$ cat src/rtl/tmr_pkg.sv
package tmr_pkg;
  localparam int BYTE_W = 8;
  localparam int CNT_W  = 2 * BYTE_W;

  typedef enum logic [1:0] {
    A_CTRL = 2'd0,
    A_LOW  = 2'd1,
    A_HIGH = 2'd2,
    A_FLAG = 2'd3
  } reg_addr_e;

  typedef struct packed {
    logic       wide8;     // 1 = 8-bit counter
    logic       extSrc;    // 1 = external pin
    logic       fallEdge;  // 1 = falling edge
    logic       bypass;    // 1 = prescaler skipped
    logic [2:0] ratioSel;  // divide by 2^(sel+1)
  } ctrl_t;

  localparam ctrl_t CTRL_RESET = ctrl_t'(7'h77);

  typedef struct packed {
    logic             load;
    logic             incr;
    logic             flagClr;
    logic [CNT_W-1:0] loadVal;
  } strobe_t;
endpackage

$ cat src/rtl/tmr_ctrl.sv
module tmr_ctrl
  import tmr_pkg::*;
#(
  parameter int SYNC_STAGES = 2,
  parameter int HOLD_CYCLES = 2,
  parameter int PRE_W       = 8
) (
  input  logic              clk,
  input  logic              rstN,
  input  logic              wrEn,
  input  logic              rdEn,
  input  logic [1:0]        addr,
  input  logic [BYTE_W-1:0] wrData,
  input  logic              extPin,
  input  logic [CNT_W-1:0]  cntVal,
  input  logic              irqFlag,
  output logic [BYTE_W-1:0] rdData,
  output ctrl_t             ctrl,
  output logic [BYTE_W-1:0] hbuf,
  output strobe_t           strb
);
  localparam int HOLD_W = $clog2(HOLD_CYCLES + 1);

  reg_addr_e          addrE;
  logic [SYNC_STAGES:0] syncQ;
  logic [HOLD_W-1:0]  holdQ;
  logic [PRE_W-1:0]   preQ;
  logic [PRE_W-1:0]   preMask;
  logic lowWr, lowRd, running, pinNow, pinOld, edgeHit, srcEvt, preTick, cntTick;

  assign addrE   = reg_addr_e'(addr);
  assign lowWr   = wrEn && (addrE == A_LOW);
  assign lowRd   = rdEn && !wrEn && (addrE == A_LOW);
  assign running = (holdQ == '0) && !lowWr;

  // control register and high-byte buffer
  always_ff @(posedge clk) begin
    if (!rstN) begin
      ctrl <= CTRL_RESET;
      hbuf <= '0;
    end else begin
      if (wrEn && addrE == A_CTRL) ctrl <= ctrl_t'(wrData[6:0]);
      if (wrEn && addrE == A_HIGH) hbuf <= wrData;
      else if (lowRd)              hbuf <= cntVal[CNT_W-1:BYTE_W];
    end
  end

  // synchronizer chain plus one history flop for the edge detector
  always_ff @(posedge clk) begin
    if (!rstN) syncQ <= '0;
    else       syncQ <= {syncQ[SYNC_STAGES-1:0], extPin};
  end

  assign pinNow  = syncQ[SYNC_STAGES-1];
  assign pinOld  = syncQ[SYNC_STAGES];
  assign edgeHit = ctrl.fallEdge ? (pinOld && !pinNow) : (pinNow && !pinOld);
  assign srcEvt  = ctrl.extSrc ? edgeHit : 1'b1;

  // post-write hold window
  always_ff @(posedge clk) begin
    if (!rstN)              holdQ <= '0;
    else if (lowWr)         holdQ <= HOLD_W'(HOLD_CYCLES);
    else if (holdQ != '0)   holdQ <= holdQ - 1'b1;
  end

  // prescaler: free-running count, tap selected by mask
  always_ff @(posedge clk) begin
    if (!rstN || lowWr)          preQ <= '0;
    else if (srcEvt && running)  preQ <= preQ + 1'b1;
  end

  assign preMask = PRE_W'((32'd1 << (32'(ctrl.ratioSel) + 32'd1)) - 32'd1);
  assign preTick = srcEvt && ((preQ & preMask) == preMask);
  assign cntTick = ctrl.bypass ? srcEvt : preTick;

  assign strb.load    = lowWr;
  assign strb.incr    = cntTick && running;
  assign strb.flagClr = wrEn && (addrE == A_FLAG) && wrData[0];
  assign strb.loadVal = {hbuf, wrData};

  always_comb begin
    unique case (addrE)
      A_CTRL:  rdData = {1'b0, ctrl};
      A_LOW:   rdData = cntVal[BYTE_W-1:0];
      A_HIGH:  rdData = hbuf;
      default: rdData = {{(BYTE_W-1){1'b0}}, irqFlag};
    endcase
  end
endmodule

$ cat src/rtl/tmr_datapath.sv
module tmr_datapath
  import tmr_pkg::*;
(
  input  logic             clk,
  input  logic             rstN,
  input  strobe_t          strb,
  input  logic             mode8,
  output logic [CNT_W-1:0] cntVal,
  output logic             irqFlag
);
  logic wrap;

  assign wrap = strb.incr && (mode8 ? (&cntVal[BYTE_W-1:0]) : (&cntVal));

  always_ff @(posedge clk) begin
    if (!rstN) begin
      cntVal  <= '0;
      irqFlag <= 1'b0;
    end else begin
      if (strb.load)
        cntVal <= strb.loadVal;
      else if (strb.incr) begin
        if (mode8) cntVal[BYTE_W-1:0] <= cntVal[BYTE_W-1:0] + 1'b1;
        else       cntVal <= cntVal + 1'b1;
      end
      if (wrap)              irqFlag <= 1'b1;
      else if (strb.flagClr) irqFlag <= 1'b0;
    end
  end
endmodule

$ cat src/rtl/cfg_timer.sv
module cfg_timer
  import tmr_pkg::*;
#(
  parameter int SYNC_STAGES = 2,
  parameter int HOLD_CYCLES = 2,
  parameter int PRE_W       = 8
) (
  input  logic       clk,
  input  logic       rstN,
  input  logic       wrEn,
  input  logic       rdEn,
  input  logic [1:0] addr,
  input  logic [7:0] wrData,
  input  logic       extPin,
  output logic [7:0] rdData,
  output logic       irqFlag
);
  ctrl_t            ctrl;
  strobe_t          strb;
  logic [CNT_W-1:0] cntVal;
  logic [BYTE_W-1:0] hbuf;

  tmr_ctrl #(
    .SYNC_STAGES(SYNC_STAGES),
    .HOLD_CYCLES(HOLD_CYCLES),
    .PRE_W(PRE_W)
  ) i_tmrCtrl (
    .clk(clk), .rstN(rstN), .wrEn(wrEn), .rdEn(rdEn), .addr(addr),
    .wrData(wrData), .extPin(extPin), .cntVal(cntVal), .irqFlag(irqFlag),
    .rdData(rdData), .ctrl(ctrl), .hbuf(hbuf), .strb(strb)
  );

  tmr_datapath i_tmrDatapath (
    .clk(clk), .rstN(rstN), .strb(strb), .mode8(ctrl.wide8),
    .cntVal(cntVal), .irqFlag(irqFlag)
  );
endmodule

$ cat config.mk
export PLATFORM = sky130hd
export DESIGN_NAME = cfg_timer
export DESIGN_NICKNAME = d
export VERILOG_FILES = /design/src/rtl/tmr_pkg.sv /design/src/rtl/tmr_ctrl.sv /design/src/rtl/tmr_datapath.sv /design/src/rtl/cfg_timer.sv
export SDC_FILE = /design/constraint.sdc
export NUM_CORES = 1
export LEC_CHECK = 0
export BUFFER_PORTS_ARGS = -buffer_cell sky130_fd_sc_hd__buf_2
export CAP_MARGIN = 25
export CORE_ASPECT_RATIO = 0.75
export CORE_MARGIN = 5
export CORE_UTILIZATION = 59
export DETAILED_ROUTE_END_ITERATION = 6
export PLACE_DENSITY = 0.79
export SLEW_MARGIN = 20
export SYNTH_ARGS = -nofsm -noshare
export SYNTH_HDL_FRONTEND = slang
export SYNTH_HIERARCHICAL = 1
export SYNTH_SLANG_ARGS = --single-unit
$ cat constraint.sdc
create_clock -name clk -period 3.9 [get_ports clk]
set_input_delay 0.78 -clock clk [delete_from_list [all_inputs] [get_ports clk]]
set_output_delay 0.78 -clock clk [all_outputs]
set_load 0.005 [all_outputs]
### After elaboration in Yosys (flattened, before gate mapping)

Cells that the tools add are included.

* add/subtract/negate cells: 6
* equal/unequal tests: 5
* shift-type cells: 1
* muxes and demuxes: 15
* bitwise logic cells: 2
* reduce and logical (&&, ||, !) cells: 31

Operator list (number)
* 2-to-1 mux 16 bit: 2
* 2-to-1 mux 8 bit: 4
* left shift 1 x 32 -> 8 bit (first input constant): 1
* case mux 8 bit (3 select lines): 1
* adder 16 x 1 -> 16 bit (second input constant): 1
* adder 8 x 1 -> 8 bit (second input constant): 2
* AND reduction 16 bit: 1
* logical AND 1 bit: 14
* nonzero test 2 bit: 5
* bitwise AND 8 bit: 1
* equality test 8 bit: 1
* AND reduction 8 bit: 1
* subtractor 8 x 1 -> 8 bit (second input constant): 1
* 2-to-1 mux 1 bit: 6
* zero test 1 bit: 5
* adder 3 x 1 -> 4 bit (second input constant): 1
* equality test 2 bit (second input constant): 2
* zero test 2 bit: 2
* 2-to-1 mux 2 bit: 2
* equality test 2 x 1 -> 1 bit (second input constant): 1
* inequality test 2 bit (second input constant): 1
* AND reduction 2 bit: 1
* OR reduction 2 bit: 1
* subtractor 2 x 1 -> 2 bit (second input constant): 1
* 2 further kinds: 2

* bits in registers: 45
* bits of input ports: 15
* output and inout port bits: 9
* word-level logic and storage cells: 73

### Depth between registers and ports, before layout

Gate-level depths: netlist of the first run.

* word-level depth: 10
* depth in mapped cells: 12
* mapped depth without buffers: 10

### Hierarchy

The synthesis of the first run kept the hierarchy.

Modules (own cells, without submodules)
* tmr_ctrl: times used 1, cells an instance 197, area each 1639.1 um^2, seq. area each 560.5 um^2
* tmr_datapath: times used 1, cells an instance 133, area each 1083.5 um^2, seq. area each 340.3 um^2

### Worst setup path after synthesis of the first run

Ideal clock, no wire load.

* path type: input port to flip-flop
* from: input addr[1]
* to: register i_tmrDatapath.cntVal[15]
* setup time: 74 ps
* arrival: 3018 ps
* data required time: 3826 ps
* slack: 808 ps
* stages on the path: 12
* path buffers: 3
* cells stage by stage: nand3b_2 inv_2 or3_1 clkbuf_1 clkbuf_1 or2_1 nor3_1 clkbuf_8 nor2b_1 nand3_1 or4_1 a31oi_1

RTL lines
* start: declaration: line cfg_timer.sv:12 `input logic [1:0] addr,`
* end signal: assignment: line tmr_datapath.sv:21 `cntVal <= strb.loadVal;`
* end signal: indexed assignment: line tmr_datapath.sv:23 `if (mode8) cntVal[BYTE_W-1:0] <= cntVal[BYTE_W-1:0] + 1'b1;`
* end signal: assignment: line tmr_datapath.sv:24 `else cntVal <= cntVal + 1'b1;`
* end: declaration: line tmr_datapath.sv:8 `output logic [CNT_W-1:0] cntVal,`

==> flow_metrics.tcl, run 1 <==
set metrics [dict create \
    p_leak_uw 0.00117 \
    synth-edff-count 0 \
    num_rows 21 \
    critPathKind "input port to flip-flop" \
    vias_per_cell 6.30 \
    synth_cell_types 54 \
    first_pass_iters 5 \
    cp.arrival_ps 3310 \
    routedWlPerCell_microns 17.1 \
    post-route-min-period_ps 3070 \
    die_h_microns 68.8 \
    drt_iter0_drc 249 \
    layout.nets 345 \
    post_synth.cell_area_avg_sq_um 8.25 \
    setup_viol 0 \
    ios 24 \
    dpl.cell_count 377 \
    grt_overflow 0 \
    max_slew_margin_pct 57.4 \
    path_max_fanout 21 \
    grt_first_pass_wirelength_microns 10800 \
    total_power_uw 977 \
    setup_tns_ps 0 \
    dpl_worst_slack_ps 537 \
    worstReg2RegStart "i_tmrCtrl/ctrl[2]$_SDFFE_PN1P_" \
    slowest_stage "or4_1" \
    yosys_warnings 6 \
    start_util_pct 61.0 \
    synth_fa_ha_area_share_pct 1.38 \
    cts_resized 0 \
    whs_path_depth 1 \
    crit_required_ps 4140 \
    synthTopCellsByArea "dfxtp_1 (33%), nand2_1 (7.6%), mux2i_1 (6.3%)" \
    r2r_slack_ps 1040 \
    hold_viol 0 \
    drc_errors 0 \
    fin_crit_sh_pct 78.7 \
    wl_microns 6590 \
    grt_setup_unrepaired "no" \
    setup_slack_ps 831 \
    crit_path_end_kind "flip-flop" \
    hold_path_end "i_tmrCtrl/syncQ[1]$_SDFF_PN0_" \
    grt_antenna_before_repair 0 \
    maxCapViolCount 0 \
    grt_pass1_vias 2116 \
    min_from "i_tmrCtrl/syncQ[0]$_SDFF_PN0_" \
    cpPeakStageDelay_ps 480 \
    cts-root-buf "clkbuf_8" \
    gp_congestion 0.892 \
    port_buffers 23 \
    cts.sinks 45 \
    tightest_slew_ps 638 \
    via_count 2426 \
    cts_tree "done" \
    cp-start-kind "input port" \
    htreeDepth 2 \
    cts-hold-fix-buffers 0 \
    synthMuxAreaShare_pct 7.08 \
    syn-cell-area_sq_um 2720 \
    max_freq_ghz 0.326 \
    grt_util_all_layers_pct 23.6 \
    yosysSeqAreaShare_pct 33.1 \
    synth_xor_area_share_pct 2.90 \
    die_w_microns 88.4 \
    cts_setup_buffers 0 \
    hp-class "flip-flop to flip-flop" \
    synth_fp_nets 348 \
    synth_top_cell_area_share_pct 33.1 \
    fin_cells 385 \
    area_growth_pct 3.58 \
    cp_cell_sequence "buf_2 -> nand3b_2 -> inv_2 -> or3_1 -> or2_1 -> nor3_1 -> nor2b_1 -> nand3_1 -> or4_1 -> a31oi_1" \
    reg2reg_to "i_tmrDatapath/cntVal[15]$_SDFFE_PN0P_" \
    status "finished, final reports clean" \
    antenna_cells 0 \
    synth_flop_cell "dfxtp_1" \
    dp_hpwl_microns 4780 \
    reg2reg_depth 10 \
    core_sq_um 4470 \
    yosys.area.top_type "dfxtp_1" \
    drv_slew 0 \
    synth-simple-area-share_pct 27.7 \
    p_per_area_nw_per_um2 346 \
    insertion_delay_ps 310 \
    synth_top_family_by_area "simple AND/OR/NAND/NOR gates" \
    post-route-util_pct 63.1 \
    synth_compound_area_share_pct 17.9 \
    die-area_sq_um 6090 \
    syn_inst 330 \
    synth_seq_cells 45 \
    ant_nets 0 \
    drive_gt1_share_pct 13.4 \
    finClkSkew_ps 5.51 \
    cts_made_buffers 5 \
    clock_tree.buffer_depth 2 \
    peakVddDrop_v 0.000275 \
    async_flop_share_pct 0 \
    cts.clk_slew.worst_paths_ps 90 \
    grt_max_degree 40 \
]
cell families (layout without fill, tap and decap cells):
logic type	count (synthesis)	in the layout
XOR/XNOR	9	9
AND/OR/NAND/NOR	136	136
adder cells (fa/ha/maj)	3	3
other	1	1
flip-flops	45	45
multiplexers	18	18
AO/OA/AOI/OAI	73	73
buffers and inverters	45	43
per-stage QoR:
step | area, sq um | hold WS [ps]
floorplan | 2720 | 412
global placement | 2700 | 417
detailed placement | 2700 | 422
CTS | 2820 | 446
global route | 2820 | 465
finish | 2820 | 442
area by class of cell:
cell class / instances / area, sq um
clock buffers: 5 / 68.8
clock inverters: 3 / 47.5
fillers: 404 / 1650
inverters: 9 / 33.8
multi-input cells: 240 / 1560
flip-flops and latches: 45 / 901
well taps: 57 / 71.3
repair buffers: 26 / 138
critical path: cells and delay by family:
kind | cells | cell delay (ps)
buffers and inverters | 2 | 410
AO/OA/AOI/OAI | 1 | 160
AND/OR/NAND/NOR | 7 | 1950
cell usage after synthesis (all sizes together), types with 3 or more instances:
master / number
mux2i: 17
dfxtp: 45
xnor2: 4
or2: 3
a21oi: 10
and3: 4
xor2: 5
clkbuf: 13
o211a: 10
inv: 9
nand3: 12
nand2b: 5
o21a: 3
and2: 11
buf: 22
nand4: 11
a31oi: 5
nor2b: 5
or4: 7
o31ai: 7
nor3b: 4
nor3: 3
and4: 4
o21ai: 25
nand2: 55
ha: 3
or3: 4
power by group:
group | switching [uW] | internal (uW) | total (uW) | leakage (uW)
registers | 23.1 | 476 | 499 | 0.000367
clock network | 180 | 196 | 376 | 0.0000591
logic | 59.0 | 43.0 | 102 | 0.000740
metal layers:
| layer | vias up | GRT usage [%] | share of wire (%) |
|---|---|---|---|
| li1 | 1159 | - | - |
| met1 | 1153 | 34.8 | 47 |
| met2 | 101 | 33.2 | 44 |
| met3 | 13 | 4.87 | 7.5 |
| met4 | 0 | 9.25 | 1.7 |
| met5 | - | 0 | 0 |
how the worst max path moves through the flow:
stage	from	end	slack [ps]
2_1_floorplan	addr[1]	i_tmrDatapath/cntVal[15]$_SDFFE_PN0P_	810
3_3_place_gp	addr[1]	i_tmrDatapath/cntVal[15]$_SDFFE_PN0P_	630
3_5_place_dp	addr[1]	i_tmrDatapath/cntVal[15]$_SDFFE_PN0P_	540
4_1_cts	addr[1]	i_tmrDatapath/cntVal[15]$_SDFFE_PN0P_	870
5_1_grt	addr[1]	i_tmrDatapath/cntVal[15]$_SDFFE_PN0P_	650
6_report	addr[1]	i_tmrDatapath/cntVal[15]$_SDFFE_PN0P_	830
cells in the final DEF, fill, tap and decap left out, types with 2 or more instances in the layout:
cell and instances:
a21boi_0 2, a21o_1 2, a21oi_1 10, a22o_1 2, a31oi_1 5, and2_1 11, and3_1 3, and4_1 4
buf_2 23, buf_4 3, clkbuf_8 5, dfxtp_1 45, ha_1 3, inv_1 8, inv_6 2, mux2i_1 17
nand2_1 55, nand2b_1 5, nand3_1 12, nand4_1 10, nor2b_1 5, nor3_1 3, nor3b_1 4, o211a_1 10
o211ai_1 2, o21a_1 3, o21ai_0 25, o31ai_1 7, or2_2 2, or3_1 4, or4_1 7, xnor2_1 4
xor2_1 5
sequential cells by signal, summed over array words and instances (netlist names):
| signal | flops |
|---|---|
| i_tmrDatapath/cntVal | 16 |
| i_tmrCtrl/hbuf | 8 |
| i_tmrCtrl/preQ | 8 |
| i_tmrCtrl/ctrl | 7 |
| i_tmrCtrl/syncQ | 3 |
| i_tmrCtrl/holdQ | 2 |
| i_tmrDatapath/irqFlag | 1 |
Power figures use the tool's default switching activity.
==> inputs of run 2 (changes only) <==
--- a/config.mk
+++ b/config.mk
@@ -5,13 +5,14 @@
 export SDC_FILE = /design/constraint.sdc
 export NUM_CORES = 1
 export LEC_CHECK = 0
+export ABC_AREA = 1
 export BUFFER_PORTS_ARGS = -buffer_cell sky130_fd_sc_hd__buf_2
 export CAP_MARGIN = 25
 export CORE_ASPECT_RATIO = 0.75
 export CORE_MARGIN = 5
-export CORE_UTILIZATION = 59
+export CORE_UTILIZATION = 60
 export DETAILED_ROUTE_END_ITERATION = 6
-export PLACE_DENSITY = 0.79
+export PLACE_DENSITY = 0.8
 export SLEW_MARGIN = 20
 export SYNTH_ARGS = -nofsm -noshare
 export SYNTH_HDL_FRONTEND = slang
==> constraint.sdc (replaced) <==
create_clock -name clk -period 3.14 [get_ports clk]
set_input_delay 0.628 -clock clk [delete_from_list [all_inputs] [get_ports clk]]
set_output_delay 0.628 -clock clk [all_outputs]
set_load 0.005 [all_outputs]
==> flow_metrics.tcl, run 2 <==
set metrics [dict create \
    status "finished, final reports clean" \
    die-area_sq_um 6190 \
    routedWlPerCell_microns 14.6 \
    drt_iter0_drc 344 \
    cpPeakStageDelay_ps 420 \
    worstReg2RegStart "i_tmrCtrl/ctrl[1]$_SDFFE_PN1P_" \
    crit_start "i_tmrCtrl/ctrl[1]$_SDFFE_PN1P_" \
    cts_made_buffers 5 \
    clock_tree.buffer_depth 2 \
    cp_cell_sequence "inv_1 -> nand2_1 -> inv_1 -> nand2_1 -> ha_1 -> nor2_1 -> nor2_1 -> nand2_1 -> nor2_1 -> nand3_1 -> a21oi_1 -> nand2_1 -> nor2_1 -> nand3_1 -> a31oi_1" \
    finClkSkew_ps 7.95 \
    worst-path-stages 15 \
    grt_util_all_layers_pct 25.0 \
    cts.sinks 45 \
    p_per_area_nw_per_um2 371 \
    layout_common_cells "nand2_1 (141), inv_1 (56), dfxtp_1 (45), nand3_1 (37), nor2_1 (30)" \
    cts.clk_slew.worst_paths_ps 90 \
    die_h_microns 69.4 \
    grt_max_degree 19 \
    synth.most_common_cell "nand2_1" \
    area_growth_pct 4.04 \
    grt_antenna_before_repair 0 \
    grt_setup_unrepaired "no" \
    max_freq_ghz 0.398 \
    cts_tree "done" \
    cts-hold-fix-buffers 0 \
    antenna_cells 0 \
    seq_power_share_pct 55.4 \
    layout.nets 468 \
    critPathKind "flip-flop to flip-flop" \
    syn_inst 442 \
    port_buffers 23 \
    largest-register "i_tmrDatapath/cntVal" \
    design_area_sq_um 2930 \
    cp-start-kind "flip-flop" \
    post-route-min-period_ps 2510 \
    syn-cell-area_sq_um 2820 \
    num_rows 21 \
    power_switching_uw 308 \
    grt_overflow 0 \
    hp-class "flip-flop to flip-flop" \
    hold_slack_ps 434 \
    top_regs "i_tmrDatapath/cntVal: 16 flops, i_tmrCtrl/hbuf: 8 flops, i_tmrCtrl/preQ: 8 flops" \
    dpl_cell_area_sq_um 2850 \
    first_pass_iters 5 \
    tightest_slew_ps 504 \
    slowest_stage "nor2_1" \
    vias_per_cell 5.62 \
    whs_path_depth 2 \
    final_common_cell "nand2_1" \
    crit_family "simple AND/OR/NAND/NOR gates" \
    cts-root-buf "clkbuf_8" \
    p_leak_uw 0.00130 \
    gp_congestion 0.952 \
    htreeDepth 2 \
    min_from "i_tmrCtrl/syncQ[0]$_SDFF_PN0_" \
    synth_seq_cells 45 \
    cp.arrival_ps 2750 \
    grt_pass1_vias 2472 \
    p_clk_share_pct 33.0 \
    reg2reg_depth 15 \
    drv_slew 0 \
    max_slew_margin_pct 66.3 \
    drive_gt1_share_pct 12.2 \
    drc_errors 0 \
    dp_hpwl_microns 5600 \
    p_comb_share_pct 11.6 \
    yosys.area.top_type "dfxtp_1" \
    peakVddDrop_v 0.000265 \
    wl_microns 7400 \
    via_count 2855 \
    ant_nets 0 \
    ios 24 \
    synth_top_cell_area_share_pct 31.9 \
    grt_first_pass_wirelength_microns 12100 \
    yosysSeqAreaShare_pct 31.9 \
    cts_setup_buffers 0 \
    synth-edff-count 0 \
    setup_viol 0 \
    cts_resized 0 \
    synth_flop_cell "dfxtp_1" \
    async_flop_share_pct 0 \
    internal-power_uw 780 \
    yosys_warnings 6 \
    post_synth.cell_area_avg_sq_um 6.38 \
    synth_cell_types 34 \
    synthTopCellsByArea "dfxtp_1 (32%), nand2_1 (19%), inv_1 (7.5%)" \
    fin_crit_sh_pct 79.9 \
    path_max_fanout 7 \
    hold_viol 0 \
    start_util_pct 62.8 \
    critPathBufInv 2 \
    crit_required_ps 3380 \
    synth_fp_nets 460 \
    synth_common_cells "nand2_1 (141), inv_1 (56), dfxtp_1 (45)" \
    die_w_microns 89.2 \
    maxCapViolCount 0 \
    swShare_pct 28.3 \
    insertion_delay_ps 300 \
    crit_path_end_kind "flip-flop" \
    largest_register_ffs 16 \
    core_sq_um 4490 \
    setup_tns_ps 0 \
]
run 2: power by group through the flow:
| stage | registers [uW] | clock network [uW] | logic [uW] |
|---|---|---|---|
| final | 603 | 359 | 126 |
| after detailed placement | 616 | 0 | 123 |
| after global placement | 616 | 0 | 121 |
| after global routing | 606 | 390 | 140 |
| after CTS | 603 | 361 | 124 |
| after floorplan | 611 | 0 | 91.7 |
run 2: cells by family (layout without fill, tap and decap cells):
family          count (synthesis)  count (layout)  synth area share (%)
other cells                     1               1                 0.133
buf+inv                        84              93                  13.9
simple gates                  235             235                  36.6
flops                          45              45                  31.9
xor+xnor                        8               8                  2.48
compound gates                 66              66                  13.6
fa+ha+maj                       3               3                  1.33
run 2: layout make-up:
class,instances,area (sq um)
Fill cell,422,1560
Multi-Input combinational cell,313,1530
Sequential cell,45,901
Inverter,61,229
Timing Repair Buffer,24,123
Clock buffer,6,72.6
Tap cell,57,71.3
Clock inverter,2,10.0
run 2: worst reg2reg max path, stage by stage, from the launching register on:
cell	delay, ps
dfxtp_1	370
inv_1	100
nand2_1	70
inv_1	70
nand2_1	50
ha_1	270
nor2_1	30
nor2_1	90
nand2_1	60
nor2_1	90
nand3_1	70
a21oi_1	330
nand2_1	140
nor2_1	420
nand3_1	150
a31oi_1	140
run 2: worst paths after layout:
| check | to | slack [ps] |
|---|---|---|
| max | i_tmrDatapath/cntVal[14]$_SDFFE_PN0P_ | 630 |
| min | i_tmrCtrl/syncQ[1]$_SDFF_PN0_ | 430 |
| max reg2reg | i_tmrDatapath/cntVal[14]$_SDFFE_PN0P_ | 630 |
| min reg2reg | i_tmrCtrl/syncQ[1]$_SDFF_PN0_ | 430 |
run 2: metal layers:
metal	share of wire, %	global-route usage [%]	up-vias
met5	0	0	-
met4	1.2	7.44	0
met3	12	5.34	10
met2	41	32.6	171
met1	46	39.7	1260
li1	-	-	1414
run 2: stage by stage:
step / power, uW / utilization, % / std cells / worst slack [ps]
finish: 1090 / 65.3 / 508 / 630
global route: 1140 / 65.3 / 508 / 440
CTS: 1090 / 65.3 / 508 / 690
detailed placement: 739 / 63.5 / 500 / 641
global placement: 737 / 63.5 / 500 / 757
floorplan: 702 / - / 442 / 1140
==> inputs of run 3 (changes only) <==
==> constraint.sdc (replaced) <==
create_clock -name clk -period 2.37 [get_ports clk]
set_input_delay 0.474 -clock clk [delete_from_list [all_inputs] [get_ports clk]]
set_output_delay 0.474 -clock clk [all_outputs]
set_load 0.005 [all_outputs]
==> flow_metrics.tcl, run 3 (synthesized netlist as in run 2, its figures left out) <==
set metrics [dict create \
    drc_errors 0 \
    power_switching_uw 419 \
    htreeDepth 2 \
    largest_register_ffs 16 \
    register_area_sq_um 903 \
    multi_input_area_sq_um 1550 \
    cts_tree "done" \
    dp_hpwl_microns 5640 \
    num-fill-cells 409 \
    p_comb_share_pct 10.4 \
    die_h_microns 69.4 \
    drive_gt1_share_pct 15.4 \
    grt_first_pass_wirelength_microns 12000 \
    setup_slack_ps 146 \
    crit_required_ps 2600 \
    grt_pass1_vias 2552 \
    die_w_microns 89.2 \
    crit_path_end_kind "flip-flop" \
    die-area_sq_um 6190 \
    path_max_fanout 8 \
    hp-class "input port to flip-flop" \
    p_leak_uw 0.00135 \
    grt_overflow 0 \
    grt_util_all_layers_pct 24.7 \
    cts_made_buffers 5 \
    cts-hold-fix-buffers 0 \
    area_growth_pct 8.07 \
    critPathKind "flip-flop to flip-flop" \
    largest-register "i_tmrDatapath/cntVal" \
    grt_max_degree 19 \
    cpPeakStageDelay_ps 360 \
    drv_slew 0 \
    cts_setup_buffers 0 \
    grt_setup_unrepaired "no" \
    crit_family "simple AND/OR/NAND/NOR gates" \
    slowest_stage "dfxtp_2" \
    first_pass_iters 5 \
    drt_iter0_drc 319 \
    internal-power_uw 1260 \
    grt_antenna_before_repair 0 \
    layout_common_cells "nand2_1 (138), inv_1 (54), dfxtp_1 (43), nand3_1 (37), nor2_1 (29)" \
    setup_viol 0 \
    dpl_worst_slack_ps 70.9 \
    ant_nets 0 \
    cts.sinks 45 \
    hold_viol 0 \
    cp-start-kind "flip-flop" \
    port_buffers 23 \
    fin_crit_sh_pct 93.8 \
    setup_tns_ps 0 \
    top_regs "i_tmrDatapath/cntVal: 16 flops, i_tmrCtrl/hbuf: 8 flops, i_tmrCtrl/preQ: 8 flops" \
    cts.clk_slew.worst_paths_ps 90 \
    wl_microns 7430 \
    layout.nets 473 \
    design_area_sq_um 3050 \
    p_clk_share_pct 42.0 \
    critPathBufInv 3 \
    cp.arrival_ps 2450 \
    finClkSkew_ps 12.1 \
    seq_power_share_pct 47.6 \
    antenna_cells 0 \
    cp_cell_sequence "inv_1 -> nand2_1 -> inv_1 -> nand2_1 -> ha_1 -> nor2_1 -> nor2_1 -> nand2_1 -> nor2_1 -> nand3_1 -> a21oi_2 -> nand2_2 -> nand2_2 -> inv_2 -> nor2_1 -> nand2_1 -> a21oi_1" \
    dpl_cell_area_sq_um 2890 \
    status "finished, final reports clean" \
    core_sq_um 4490 \
    post-route-min-period_ps 2220 \
    via_count 2915 \
    gp_congestion 0.964 \
    peakVddDrop_v 0.000436 \
    num_rows 21 \
    final_common_cell "nand2_1" \
    swShare_pct 25.0 \
    ios 24 \
    maxCapViolCount 0 \
    insertion_delay_ps 300 \
    clock_tree.buffer_depth 2 \
    p_per_area_nw_per_um2 551 \
    routedWlPerCell_microns 14.5 \
    start_util_pct 62.8 \
    max_freq_ghz 0.450 \
    vias_per_cell 5.68 \
    cts-root-buf "clkbuf_8" \
]
run 3: metrics by stage:
stage               cells  total power [uW]  hold slack [ps]  utilization, %
floorplan             442               931              390               -
global placement      505               982              396            64.3
detailed placement    505               985              410            64.3
CTS                   513              1680              353            67.4
global route          513              1740              374            67.8
finish                513              1680              352            67.8
run 3: worst min-delay path: cells and delay by family:
family | cells | cell delay [ps]
simple gates | 1 | 40
buf+inv | 2 | 110
run 3: repair_timing:
action / in CTS / in global routing
hold endpoints to repair: 0 / 0
gates resized for setup: 0 / 10
endpoints found under the setup margin: 0 / 15
run 3: power by group through the flow:
| stage | clock network (uW) | logic [uW] | registers, uW |
|---|---|---|---|
| floorplan | 0 | 121 | 809 |
| global placement | 0 | 166 | 815 |
| detailed placement | 0 | 169 | 816 |
| CTS | 708 | 171 | 798 |
| global route | 737 | 195 | 803 |
| finish | 704 | 175 | 799 |
run 3: layer usage:
metal	track usage [%]	routed length [microns]	vias to the layer above
met1	39.1	3390	1321
li1	-	-	1427
met3	4.28	757	12
met2	33.6	3190	155
met5	0	0	-
met4	6.78	85	0
run 3: final timing paths:
check                                 start                                    end  slack [ps]  cells past startpoint
max          i_tmrCtrl/ctrl[1]$_SDFFE_PN1P_  i_tmrDatapath/cntVal[12]$_SDFFE_PN0P_         150                     17
min reg2reg   i_tmrCtrl/syncQ[0]$_SDFF_PN0_          i_tmrCtrl/syncQ[1]$_SDFF_PN0_         430                      2
min                                  extPin          i_tmrCtrl/syncQ[0]$_SDFF_PN0_         350                      3
max reg2reg  i_tmrCtrl/ctrl[1]$_SDFFE_PN1P_  i_tmrDatapath/cntVal[12]$_SDFFE_PN0P_         150                     17
run 3: layout make-up:
cell class / instances / share of cell area [%]
clock buffer: 5 / 2.26
clock inverter: 3 / 2.26
inverter: 61 / 7.51
multi-input combinational: 313 / 50.7
sequential: 45 / 29.6
tap: 57 / 2.34
timing repair buffer: 29 / 5.25
